==> src/rtl/mrd_pkg.sv <==
`timescale 1ns/1ps
package mrd_pkg;
  typedef enum logic [1:0] {CMD_NONE, CMD_ACT, CMD_PRE, CMD_MRS} cmd_e;

  // address bit positions decoded by the memory core
  localparam int BL_LSB  = 0;
  localparam int BT_BIT  = 3;
  localparam int CL_LSB  = 4;
  localparam int TM_BIT  = 7;
  localparam int DLR_BIT = 8;
  localparam int AP_BIT  = 10;
  localparam int DLE_BIT = 0;
  localparam int DRL_BIT = 1;
  localparam int DRH_BIT = 6;

  typedef struct packed {
    logic [2:0] cas_lat;
    logic [3:0] burst_len;
    logic       burst_ilv;
    logic       test_mode;
    logic       dll_en;
    logic [1:0] drv;
  } cfg_t;

  localparam cfg_t CFG_RESET = '{cas_lat: 3'd3, burst_len: 4'd2, burst_ilv: 1'b0,
                                 test_mode: 1'b0, dll_en: 1'b1, drv: 2'b00};

  function automatic logic [4:0] bl_decode(input logic [2:0] code);
    // {valid, length}
    case (code)
      3'b001:  return {1'b1, 4'd2};
      3'b010:  return {1'b1, 4'd4};
      3'b011:  return {1'b1, 4'd8};
      default: return 5'd0;
    endcase
  endfunction

  function automatic logic [3:0] cl_decode(input logic [2:0] code);
    case (code)
      3'b011:  return {1'b1, 3'd3};
      3'b100:  return {1'b1, 3'd4};
      3'b101:  return {1'b1, 3'd5};
      default: return 4'd0;
    endcase
  endfunction
endpackage

==> src/rtl/mrd_cmd_decode.sv <==
`timescale 1ns/1ps
module mrd_cmd_decode
  import mrd_pkg::*;
(
  input  logic cke_i,
  input  logic cs_ni,
  input  logic ras_ni,
  input  logic cas_ni,
  input  logic we_ni,
  output cmd_e cmd_o
);
  always_comb begin
    cmd_o = CMD_NONE;
    if (cke_i && !cs_ni && !ras_ni) begin
      unique case ({cas_ni, we_ni})
        2'b00:   cmd_o = CMD_MRS;
        2'b11:   cmd_o = CMD_ACT;
        2'b10:   cmd_o = CMD_PRE;
        default: cmd_o = CMD_NONE;
      endcase
    end
  end
endmodule

==> src/rtl/mrd_bank_track.sv <==
`timescale 1ns/1ps
module mrd_bank_track
  import mrd_pkg::*;
#(
  parameter int BANK_W = 2,
  localparam int NBANK = 1 << BANK_W
) (
  input  logic              clk_i,
  input  logic              rst_ni,
  input  cmd_e              cmd_i,
  input  logic [BANK_W-1:0] ba_i,
  input  logic              all_i,
  output logic              any_open_o
);
  logic [NBANK-1:0] open_q;

  for (genvar b = 0; b < NBANK; b++) begin : g_bank
    always_ff @(posedge clk_i or negedge rst_ni) begin
      if (!rst_ni) begin
        open_q[b] <= 1'b0;
      end else if (cmd_i == CMD_ACT && ba_i == BANK_W'(b)) begin
        open_q[b] <= 1'b1;
      end else if (cmd_i == CMD_PRE && (all_i || ba_i == BANK_W'(b))) begin
        open_q[b] <= 1'b0;
      end
    end
  end

  assign any_open_o = |open_q;
endmodule

==> src/rtl/mrd_countdown.sv <==
`timescale 1ns/1ps
module mrd_countdown #(
  parameter int CYCLES = 2,
  localparam int CW = $clog2(CYCLES + 1)
) (
  input  logic clk_i,
  input  logic rst_ni,
  input  logic load_i,
  output logic active_o
);
  logic [CW-1:0] cnt_q;

  always_ff @(posedge clk_i or negedge rst_ni) begin
    if (!rst_ni)              cnt_q <= '0;
    else if (load_i)          cnt_q <= CW'(CYCLES);
    else if (cnt_q != '0)     cnt_q <= cnt_q - 1'b1;
  end

  assign active_o = (cnt_q != '0);
endmodule

==> src/rtl/mrd_cfg_regs.sv <==
`timescale 1ns/1ps
module mrd_cfg_regs
  import mrd_pkg::*;
#(
  parameter int ADDR_W = 12
) (
  input  logic              clk_i,
  input  logic              rst_ni,
  input  logic              wr_main_i,
  input  logic              wr_ext_i,
  input  logic [ADDR_W-1:0] addr_i,
  output cfg_t              cfg_o,
  output logic              bad_code_o
);
  cfg_t       cfg_q, cfg_d;
  logic [4:0] bl_dec;
  logic [3:0] cl_dec;
  logic [1:0] drv_code;

  assign bl_dec   = bl_decode(addr_i[BL_LSB +: 3]);
  assign cl_dec   = cl_decode(addr_i[CL_LSB +: 3]);
  assign drv_code = {addr_i[DRH_BIT], addr_i[DRL_BIT]};

  always_comb begin
    cfg_d      = cfg_q;
    bad_code_o = 1'b0;
    if (wr_main_i) begin
      if (bl_dec[4]) cfg_d.burst_len = bl_dec[3:0];
      else           bad_code_o      = 1'b1;
      if (cl_dec[3]) cfg_d.cas_lat   = cl_dec[2:0];
      else           bad_code_o      = 1'b1;
      cfg_d.burst_ilv = addr_i[BT_BIT];
      cfg_d.test_mode = addr_i[TM_BIT];
    end else if (wr_ext_i) begin
      cfg_d.dll_en = ~addr_i[DLE_BIT];
      if (drv_code != 2'b10) cfg_d.drv = drv_code;
      else                   bad_code_o = 1'b1;
    end
  end

  always_ff @(posedge clk_i or negedge rst_ni) begin
    if (!rst_ni) cfg_q <= CFG_RESET;
    else         cfg_q <= cfg_d;
  end

  assign cfg_o = cfg_q;
endmodule

==> src/rtl/mode_reg_decoder.sv <==
`timescale 1ns/1ps
module mode_reg_decoder
  import mrd_pkg::*;
#(
  parameter int ADDR_W      = 12,
  parameter int BANK_W      = 2,
  parameter int MRD_CYCLES  = 2,
  parameter int LOCK_CYCLES = 200
) (
  input  logic              clk_i,
  input  logic              rst_ni,
  input  logic              cke_i,
  input  logic              cs_ni,
  input  logic              ras_ni,
  input  logic              cas_ni,
  input  logic              we_ni,
  input  logic [BANK_W-1:0] ba_i,
  input  logic [ADDR_W-1:0] addr_i,
  output logic [2:0]        cas_lat_o,
  output logic [3:0]        burst_len_o,
  output logic              burst_ilv_o,
  output logic              test_mode_o,
  output logic              dll_en_o,
  output logic [1:0]        drv_strength_o,
  output logic              dll_locked_o,
  output logic              busy_o,
  output logic              err_bank_open_o,
  output logic              err_busy_o,
  output logic              err_reserved_o
);
  cmd_e cmd;
  logic any_open, busy, lock_wait, bad_code;
  logic accept, wr_main, wr_ext;
  cfg_t cfg;

  mrd_cmd_decode u_cmd (
    .cke_i(cke_i), .cs_ni(cs_ni), .ras_ni(ras_ni),
    .cas_ni(cas_ni), .we_ni(we_ni), .cmd_o(cmd)
  );

  mrd_bank_track #(.BANK_W(BANK_W)) u_banks (
    .clk_i(clk_i), .rst_ni(rst_ni), .cmd_i(cmd), .ba_i(ba_i),
    .all_i(addr_i[AP_BIT]), .any_open_o(any_open)
  );

  // busy has priority over the open-bank check
  assign accept  = (cmd == CMD_MRS) && !busy && !any_open;
  assign wr_main = accept && !ba_i[0];
  assign wr_ext  = accept &&  ba_i[0];

  mrd_cfg_regs #(.ADDR_W(ADDR_W)) u_cfg (
    .clk_i(clk_i), .rst_ni(rst_ni), .wr_main_i(wr_main), .wr_ext_i(wr_ext),
    .addr_i(addr_i), .cfg_o(cfg), .bad_code_o(bad_code)
  );

  mrd_countdown #(.CYCLES(MRD_CYCLES)) u_busy (
    .clk_i(clk_i), .rst_ni(rst_ni), .load_i(accept), .active_o(busy)
  );

  mrd_countdown #(.CYCLES(LOCK_CYCLES)) u_lock (
    .clk_i(clk_i), .rst_ni(rst_ni), .load_i(wr_main && addr_i[DLR_BIT]),
    .active_o(lock_wait)
  );

  always_ff @(posedge clk_i or negedge rst_ni) begin
    if (!rst_ni) begin
      err_bank_open_o <= 1'b0;
      err_busy_o      <= 1'b0;
      err_reserved_o  <= 1'b0;
    end else begin
      err_busy_o      <= (cmd == CMD_MRS) && busy;
      err_bank_open_o <= (cmd == CMD_MRS) && !busy && any_open;
      err_reserved_o  <= bad_code;
    end
  end

  assign cas_lat_o      = cfg.cas_lat;
  assign burst_len_o    = cfg.burst_len;
  assign burst_ilv_o    = cfg.burst_ilv;
  assign test_mode_o    = cfg.test_mode;
  assign dll_en_o       = cfg.dll_en;
  assign drv_strength_o = cfg.drv;
  assign busy_o         = busy;
  assign dll_locked_o   = !lock_wait;
endmodule

==> config.mk <==
export PLATFORM = sky130hd
export DESIGN_NAME = mode_reg_decoder
export DESIGN_NICKNAME = d
export VERILOG_FILES = /design/src/rtl/mrd_pkg.sv /design/src/rtl/mrd_cmd_decode.sv /design/src/rtl/mrd_bank_track.sv /design/src/rtl/mrd_countdown.sv /design/src/rtl/mrd_cfg_regs.sv /design/src/rtl/mode_reg_decoder.sv
export SDC_FILE = /design/constraint.sdc
export NUM_CORES = 1
export LEC_CHECK = 0
export CELL_PAD_IN_SITES_DETAIL_PLACEMENT = 1
export CELL_PAD_IN_SITES_GLOBAL_PLACEMENT = 2
export CORE_MARGIN = 3
export CORE_UTILIZATION = 30
export DETAILED_ROUTE_END_ITERATION = 8
export PLACE_DENSITY_LB_ADDON = 0.1
export SLEW_MARGIN = 20
export SYNTH_ARGS = -nofsm -noshare
export SYNTH_HDL_FRONTEND = slang
export SYNTH_SLANG_ARGS = --single-unit
==> constraint.sdc <==
create_clock -name clk_i -period 2 [get_ports clk_i]
set_input_delay 0.2 -clock clk_i [delete_from_list [all_inputs] [get_ports clk_i]]
set_output_delay 0.2 -clock clk_i [all_outputs]
set_load 0.02 [all_outputs]
==> flow_summary.ini, run 1 <==
[run_status]
status = finished clean

[synthesis]
async_reset_ff_share_pct = 100
synthMuxAreaShare_pct = 3.48
synth_cell_type_count = 48
synthXorXnorAreaFrac_pct = 1.16
netlist_top_cells_area = dfrtp_1 40%, dfstp_2 7.0%, ha_1 5.0%, inv_1 3.0%, nor2_1 3.0%
yosysWarnings = 0
yosys.area_share.adder_pct = 4.97
synth-simple-area-share_pct = 21.5
synth-compound-area-share_pct = 16.9
synth_top_family_by_area = simple AND/OR/NAND/NOR gates
synth_enable_flop_cells = 0
ys_seq_area_share_pct = 46.7
synth_area_um2 = 1510
syn_avg_cell_area_um2 = 10.4
yosysTopAreaCellShare_pct = 39.7
synth_seq_cells = 28
synth_top_flop_cell = dfrtp_1
syn_inst = 145
syn_nets = 172
synth_top_area_cell = dfrtp_1

[setup_path]
rrSetupSlack_ns = 0.35
cp_max_fo = 7
required_ns = 2.16
worstSetupPathType = in2reg
critPathArrivalTime_ns = 2.10
reg2reg_depth = 6
setup.worst_path.start_class = input port
reg2reg_from = u_busy.cnt_q[0]
rr_endpoint = u_cfg.cfg_o[3]
cp-end-kind = flip-flop

[clocking]
cts_tree = yes
cts_max_level = 1
worstSkewPairLatency_ns = 0.27
clock_tree.root_cell = clkbuf_8
post_cts_buffers = 0
path_clk_slew_ns = 0.10
hold_buffers = 0
cts_buffers = 3
numClockSinks = 28
cts_buffer_depth = 2

[route]
vias_per_cell = 4.82
drc = 0
drt.antenna.violating_nets = 0
firstDrtPassIters = 4
routedWlPerCell_um = 14.5
vias = 1263
routed_wl_um = 3800
drtIter0Drc = 24

[timing]
timing_hold_violations_final = 0
finalClockSkew_ns = 0.00105
period_needed_ns = 1.94
drv_slew = 0
max_freq_ghz = 0.516
finalSetupViolCount = 0
finalWorstSetupSlack_ns = 0.0610
fin_crit_sh_pct = 97.0

[layout]
fill_cells = 559
final_cell_mix = 33 x clkdlybuf4s50_1, 24 x dfrtp_1, 15 x buf_4
drive_gt1_share_pct = 19.0
layout.nets = 223
final_common_cell = clkdlybuf4s50_1
diodes = 0
seqCellArea_um2 = 706
area_growth_pct = 39.8
multi_input_comb_area_um2 = 759

[pwr]
peakVddDrop_mv = 0.307
p_leak_nw = 0.955
p_total_mw = 1.94
power_density_nw_per_um2 = 919

[global_route]
grt_max_degree = 29
grt_pass1_wl_um = 6490
grt_pass1_vias = 1371
overflow = 0
grt_use_total_pct = 13.3
antenna_found_initial = 0

[die]
start_util_pct = 31.6
coreArea_um2 = 4790
num_rows = 25
die_w_um = 77.0
dieArea_um2 = 5930
io_pins = 38
die_h_um = 77.0

[hold_path]
worstHoldPathType = in2async

[place]
place.port_buffers = 34
dp_worst_setup_slack_ns = -0.336
routabilityCongestion = 0.762
dpl.hpwl_um = 2970

[job]
cap_violations = 0
[per-stage QoR]
stage                     TNS [ns]  instance area, um2  hold WS [ns]  instances  util, %
after detailed placement     -5.49                2020         0.498        258     42.3
after CTS                        0                2080         0.323        262     43.4
after global placement       -4.15                2020         0.480        258     42.3
after floorplan                  0                1510       -0.0956        145        -
final                            0                2110         0.309        262     44.2
after global routing       -0.0150                2110         0.331        262     44.2
[synth_stat cells, types with 2 or more instances]
cell type  number
a211o_1         2
a21oi_1         8
a31oi_1         2
and4_1          3
buf_4           2
dfrtp_1        24
dfstp_2         4
ha_1            6
inv_1          12
mux2_2          2
mux2i_1         3
nand2_1         8
nand2b_1        6
nand3_1         3
nand3b_1        2
nor2_1         12
nor2b_1         2
nor3_1          4
nor4_1          2
o21ai_0         6
o31ai_1         5
[final cells by class]
class / instances / share of cell area [%]
Inverter: 12 / 2.13
Sequential cell: 28 / 33.4
Tap cell: 67 / 3.97
Timing Repair Buffer: 50 / 22.0
Clock buffer: 4 / 2.61
Multi-Input combinational cell: 101 / 35.9
[power breakdown]
group | total [mW] | switching, mW | internal, mW | leakage [nW]
clock network | 0.354 | 0.178 | 0.176 | 0.0288
logic | 0.754 | 0.367 | 0.387 | 0.586
registers | 0.834 | 0.122 | 0.711 | 0.341
total | 1.94 | 0.668 | 1.27 | 0.955
[registers in the layout (all words and copies together) (netlist names)]
name             cells
err_bank_open_o      1
err_busy_o           1
err_reserved_o       1
u_banks.open_q       4
u_busy.cnt_q         2
u_cfg.cfg_o         11
u_lock.cnt_q         8
[repair_timing]
item                       in CTS  in global routing
gates resized for setup         1                  6
pin swaps                       1                  2
setup endpoints to repair       5                 10
[per-layer routing]
| layer | part of all wire, % | vias up | GRT usage (%) |
|---|---|---|---|
| met3 | 2.7 | 2 | 2.00 |
| met2 | 52 | 17 | 24.4 |
| li1 | - | 615 | - |
| met4 | 0.50 | 0 | 2.67 |
| met5 | 0 | - | 0 |
| met1 | 44 | 629 | 16.3 |
[critical path, stage by stage]
cell and delay, ns:
clkdlybuf4s50_1 0.50, inv_1 0.09, ha_4 0.26, nor4b_4 0.33, and4_1 0.25, buf_6 0.14, mux2_2 0.33
[kinds of logic after synthesis]
family	after synthesis
and+or+nand+nor	51
buffers and inverters	16
adders and majority gates	6
muxes	5
other	1
AOI/OAI and AO/OA	36
DFF	28
xor gates and xnor gates	2
[how the worst max path moves through the flow]
stage,from,end,slack (ns),cells after the start
5_1_grt,cas_ni,u_lock.cnt_q[1],-0.006,8
3_3_place_gp,cas_ni,u_cfg.cfg_o[4],-0.28,7
4_1_cts,cas_ni,u_cfg.cfg_o[3],0.02,7
6_report,cas_ni,u_cfg.cfg_o[3],0.06,7
2_1_floorplan,cas_ni,u_cfg.cfg_o[3],0.30,6
3_5_place_dp,cas_ni,u_cfg.cfg_o[3],-0.34,7
(Power assumes the default switching activity.)
==> run 2: changes to the inputs <==
--- a/config.mk
+++ b/config.mk
@@ -10,7 +10,8 @@
 export CORE_MARGIN = 3
 export CORE_UTILIZATION = 30
 export DETAILED_ROUTE_END_ITERATION = 8
-export PLACE_DENSITY_LB_ADDON = 0.1
+export PLACE_DENSITY_LB_ADDON = 0.3
+export RECOVER_POWER = 100
 export SLEW_MARGIN = 20
 export SYNTH_ARGS = -nofsm -noshare
 export SYNTH_HDL_FRONTEND = slang
==> flow_summary.ini, run 2 (synthesis results as in run 1) <==
[place]
dp_worst_setup_slack_ns = -0.318
place.port_buffers = 34
place_area_um2 = 2030
routabilityCongestion = 0.828
dpl.hpwl_um = 2920

[die]
dieArea_um2 = 5930
coreArea_um2 = 4790
io_pins = 38
die_h_um = 77.0
die_w_um = 77.0
num_rows = 25
start_util_pct = 31.6

[layout]
final_core_util_pct = 43.6
layout.nets = 224
final_common_cell = dfrtp_1
final_cell_mix = 24 x dfrtp_1, 18 x clkdlybuf4s50_1, 15 x dlygate4sd3_1
fin_area_um2 = 2090
largest_reg_flops = 11
drive_gt1_share_pct = 18.4
area_growth_pct = 38.2
diodes = 0

[timing]
finalSetupViolCount = 0
finalWorstSetupSlack_ns = 0.0962
final.setup.tns_ns = 0
tightest_slew_ns = 0.700
max_freq_ghz = 0.525
rsz0062_at_grt = false
fin_crit_sh_pct = 95.2
finalClockSkew_ns = 0.00599
timing_hold_violations_final = 0
period_needed_ns = 1.90
drv_slew = 0
slew_headroom_pct = 53.4

[clocking]
worstSkewPairLatency_ns = 0.28
cts_tree = yes
numClockSinks = 28
cts_buffers = 3
cts_buffer_depth = 2
post_cts_buffers = 0
clock_tree.root_cell = clkbuf_8
cts_max_level = 1
path_clk_slew_ns = 0.10

[setup_path]
worstSetupPathType = in2reg
critPathArrivalTime_ns = 2.07
reg2reg_depth = 6
cp-end-kind = flip-flop
setup.worst_path.start_class = input port
startpoint = cas_ni
required_ns = 2.17
cp_max_fo = 6
rrSetupSlack_ns = 0.34
rr_endpoint = u_cfg.cfg_o[4]
reg2reg_from = u_busy.cnt_q[0]

[global_route]
grt_pass1_vias = 1362
grt_pass1_wl_um = 6370
grt_use_total_pct = 13.1
antenna_found_initial = 0
overflow = 0
grt_max_degree = 29

[route]
firstDrtPassIters = 4
maxUsedRoutingLayer = met4
routedWlPerCell_um = 13.8
drtIter0Drc = 31
drt.antenna.violating_nets = 0
routed-wl-met3_um = 101
drc = 0
vias_per_cell = 4.75
wl_met2_um = 1830
routed_wl_um = 3620
vias = 1249
m1WireLength_um = 1650

[pwr]
peakVddDrop_mv = 0.306
power_density_nw_per_um2 = 912
p_leak_nw = 0.984
p_total_mw = 1.90

[run_status]
status = finished clean

[job]
cap_violations = 0

[hold_path]
worstHoldPathType = in2async
## run 2: changes by cell type in the layout (fill, tap and decap cells not counted), moves of 2 or more
cell / delta
clkdlybuf4s50_1: -15
dlygate4sd3_1: +15
buf_4: -2
clkbuf_4: +2
## run 2: cell type report
class | instances | area (um2)
fill | 555 | 2700
multi-input combinational | 101 | 738
sequential | 28 | 706
timing repair buffer | 51 | 460
tap | 67 | 83.8
clock buffer | 4 | 55.1
inverter | 12 | 45.0
## run 2: timing repair
item / 4_1_cts / 5_1_grt
pin swaps: 1 / 2
endpoints found under the setup margin: 3 / 7
hold buffers: 0 / 0
gates resized for setup: 1 / 2
hold endpoints to repair: 0 / 0
## run 2: how the worst max path moves through the flow
| stage | end | cells past startpoint |
|---|---|---|
| final | u_cfg.cfg_o[4] | 7 |
| after global routing | u_lock.cnt_q[1] | 8 |
| after CTS | u_cfg.cfg_o[4] | 7 |
| after detailed placement | u_cfg.cfg_o[4] | 7 |
| after global placement | u_cfg.cfg_o[3] | 7 |
| after floorplan | u_cfg.cfg_o[3] | 6 |
## run 2: critical path: stages
cell	delay [ns]
clkdlybuf4s50_1	0.48
inv_1	0.08
ha_4	0.26
nor4b_4	0.32
and4_1	0.24
buf_4	0.15
mux2_2	0.33
## run 2: routing by layer
| layer | vias up | GRT usage (%) |
|---|---|---|
| li1 | 619 | - |
| met3 | 5 | 2.00 |
| met4 | 0 | 3.20 |
| met5 | - | 0 |
| met2 | 22 | 23.3 |
| met1 | 603 | 16.6 |
## run 2: report_power, final
group | leakage (nW) | internal (mW) | switching [mW]
Combinational | 0.615 | 0.367 | 0.355
Sequential | 0.341 | 0.711 | 0.116
Clock | 0.0288 | 0.176 | 0.179
## run 2: through the flow
step                std cells  hold WS (ns)
finish                    263         0.494
global route              263         0.524
CTS                       263         0.320
detailed placement        259         0.489
global placement          259         0.483
floorplan                 145       -0.0956
==> run 3: changes to the inputs <==
--- a/config.mk
+++ b/config.mk
@@ -9,6 +9,7 @@
 export CELL_PAD_IN_SITES_GLOBAL_PLACEMENT = 2
 export CORE_MARGIN = 3
 export CORE_UTILIZATION = 30
+export CTS_BUF_LIST = sky130_fd_sc_hd__clkbuf_16
 export DETAILED_ROUTE_END_ITERATION = 8
 export PLACE_DENSITY_LB_ADDON = 0.3
 export RECOVER_POWER = 100
==> flow_summary.ini, run 3 (synthesis results as in run 1) <==
[run_status]
status = finished clean

[timing]
finalClockSkew_ns = 0.00586
fin_crit_sh_pct = 94.5
max_freq_ghz = 0.529
slew_headroom_pct = 53.2
holdWs_ns = 0.497
finalWorstSetupSlack_ns = 0.110
finalSetupViolCount = 0
period_needed_ns = 1.89
tightest_slew_ns = 0.703
drv_slew = 0
timing_hold_violations_final = 0

[layout]
final_common_cell = dfrtp_1
fin_area_um2 = 2150
final_core_util_pct = 44.9
final_cell_mix = 24 x dfrtp_1, 22 x clkdlybuf4s50_1, 17 x buf_4
largest_reg_flops = 11
layout.nets = 225
diodes = 0
area_growth_pct = 42.1
drive_gt1_share_pct = 20.3

[clocking]
worstSkewPairLatency_ns = 0.26
cts_buffers = 3
cts_tree = yes
path_clk_slew_ns = 0.07
numClockSinks = 28
cts_max_level = 1
clock_tree.root_cell = clkbuf_16
cts_buffer_depth = 2

[route]
vias_per_cell = 4.79
firstDrtPassIters = 4
drtIter0Drc = 44
routed_wl_um = 3670
routedWlPerCell_um = 13.9
drt.antenna.violating_nets = 0
vias = 1265
drc = 0

[die]
coreArea_um2 = 4790
die_w_um = 77.0
num_rows = 25
start_util_pct = 31.6
die_h_um = 77.0
dieArea_um2 = 5930
io_pins = 38

[setup_path]
required_ns = 2.14
cp-end-kind = flip-flop
setup.worst_path.start_class = input port
critPathArrivalTime_ns = 2.04
worstSetupPathType = in2reg
cp_max_fo = 6

[place]
routabilityCongestion = 0.828
dp_worst_setup_slack_ns = -0.318
dpl.hpwl_um = 2920
place.port_buffers = 34
place_area_um2 = 2030

[pwr]
power_density_nw_per_um2 = 946
p_leak_nw = 0.996
p_total_mw = 2.03
peakVddDrop_mv = 0.442

[global_route]
antenna_found_initial = 0
grt_use_total_pct = 13.2
overflow = 0
grt_max_degree = 29
grt_pass1_wl_um = 6360
grt_pass1_vias = 1362

[hold_path]
worstHoldPathType = reg2reg

[job]
cap_violations = 0
-- run 3: changes by cell type in the layout (fill, tap and decap cells not counted), moves of 2 or more --
cell / before / now
buf_4: 13 / 17
clkbuf_8: 4 / 0
clkdlybuf4s50_1: 18 / 22
dlygate4sd3_1: 15 / 11
clkbuf_16: 0 / 3
clkbuf_4: 2 / 0
-- run 3: critical path, stage by stage --
cell,delay [ns]
clkdlybuf4s50_1,0.48
inv_1,0.08
ha_4,0.26
nor4b_4,0.30
and4_1,0.23
buf_4,0.15
mux2_2,0.33
-- run 3: report_power, final --
group          internal [mW]  total (mW)  switching (mW)
Sequential             0.712       0.830           0.118
Combinational          0.380       0.745           0.365
Clock                  0.268       0.457           0.189
-- run 3: cell type report --
| class | count | area (um2) |
|---|---|---|
| well taps | 67 | 83.8 |
| clock buffers | 3 | 75.1 |
| flip-flops and latches | 28 | 706 |
| clock inverters | 1 | 3.75 |
| inverters | 12 | 45.0 |
| repair buffers | 52 | 472 |
| multi-input cells | 101 | 763 |
| fillers | 548 | 2640 |
-- run 3: final timing paths --
check                                       start              to  slack [ns]  depth (start not counted)
worst max-delay path                       cas_ni  u_cfg.cfg_o[4]        0.11                          7
worst min-delay path               u_cfg.cfg_o[2]  u_cfg.cfg_o[2]        0.50                          2
worst max register to register  u_banks.open_q[1]  u_cfg.cfg_o[4]        0.32                          4
worst min register to register     u_cfg.cfg_o[2]  u_cfg.cfg_o[2]        0.50                          2
max in group asynchronous                  rst_ni  u_cfg.cfg_o[0]        1.04                          2
min in group asynchronous                  rst_ni  u_cfg.cfg_o[3]        0.52                          2
-- run 3: per-layer routing --
| metal | track usage, % | up-vias | wire (um) |
|---|---|---|---|
| met5 | 0 | - | 0 |
| met4 | 3.20 | 0 | 27 |
| met3 | 2.00 | 2 | 82 |
| met2 | 24.0 | 19 | 1910 |
| met1 | 16.3 | 622 | 1650 |
| li1 | - | 622 | - |
-- run 3: stage by stage --
stage / TNS, ns / std cells
after detailed placement: -5.12 / 259
after floorplan: 0 / 145
after CTS: 0 / 263
after global placement: -4.14 / 259
after global routing: -0.0281 / 264
final: 0 / 264
-- run 3: timing repair --
action,4_1_cts,5_1_grt
resized for setup,1,5
buffers inserted,0,1
pin swaps,1,1
endpoints found under the setup margin,5,11
hold buffers,0,0
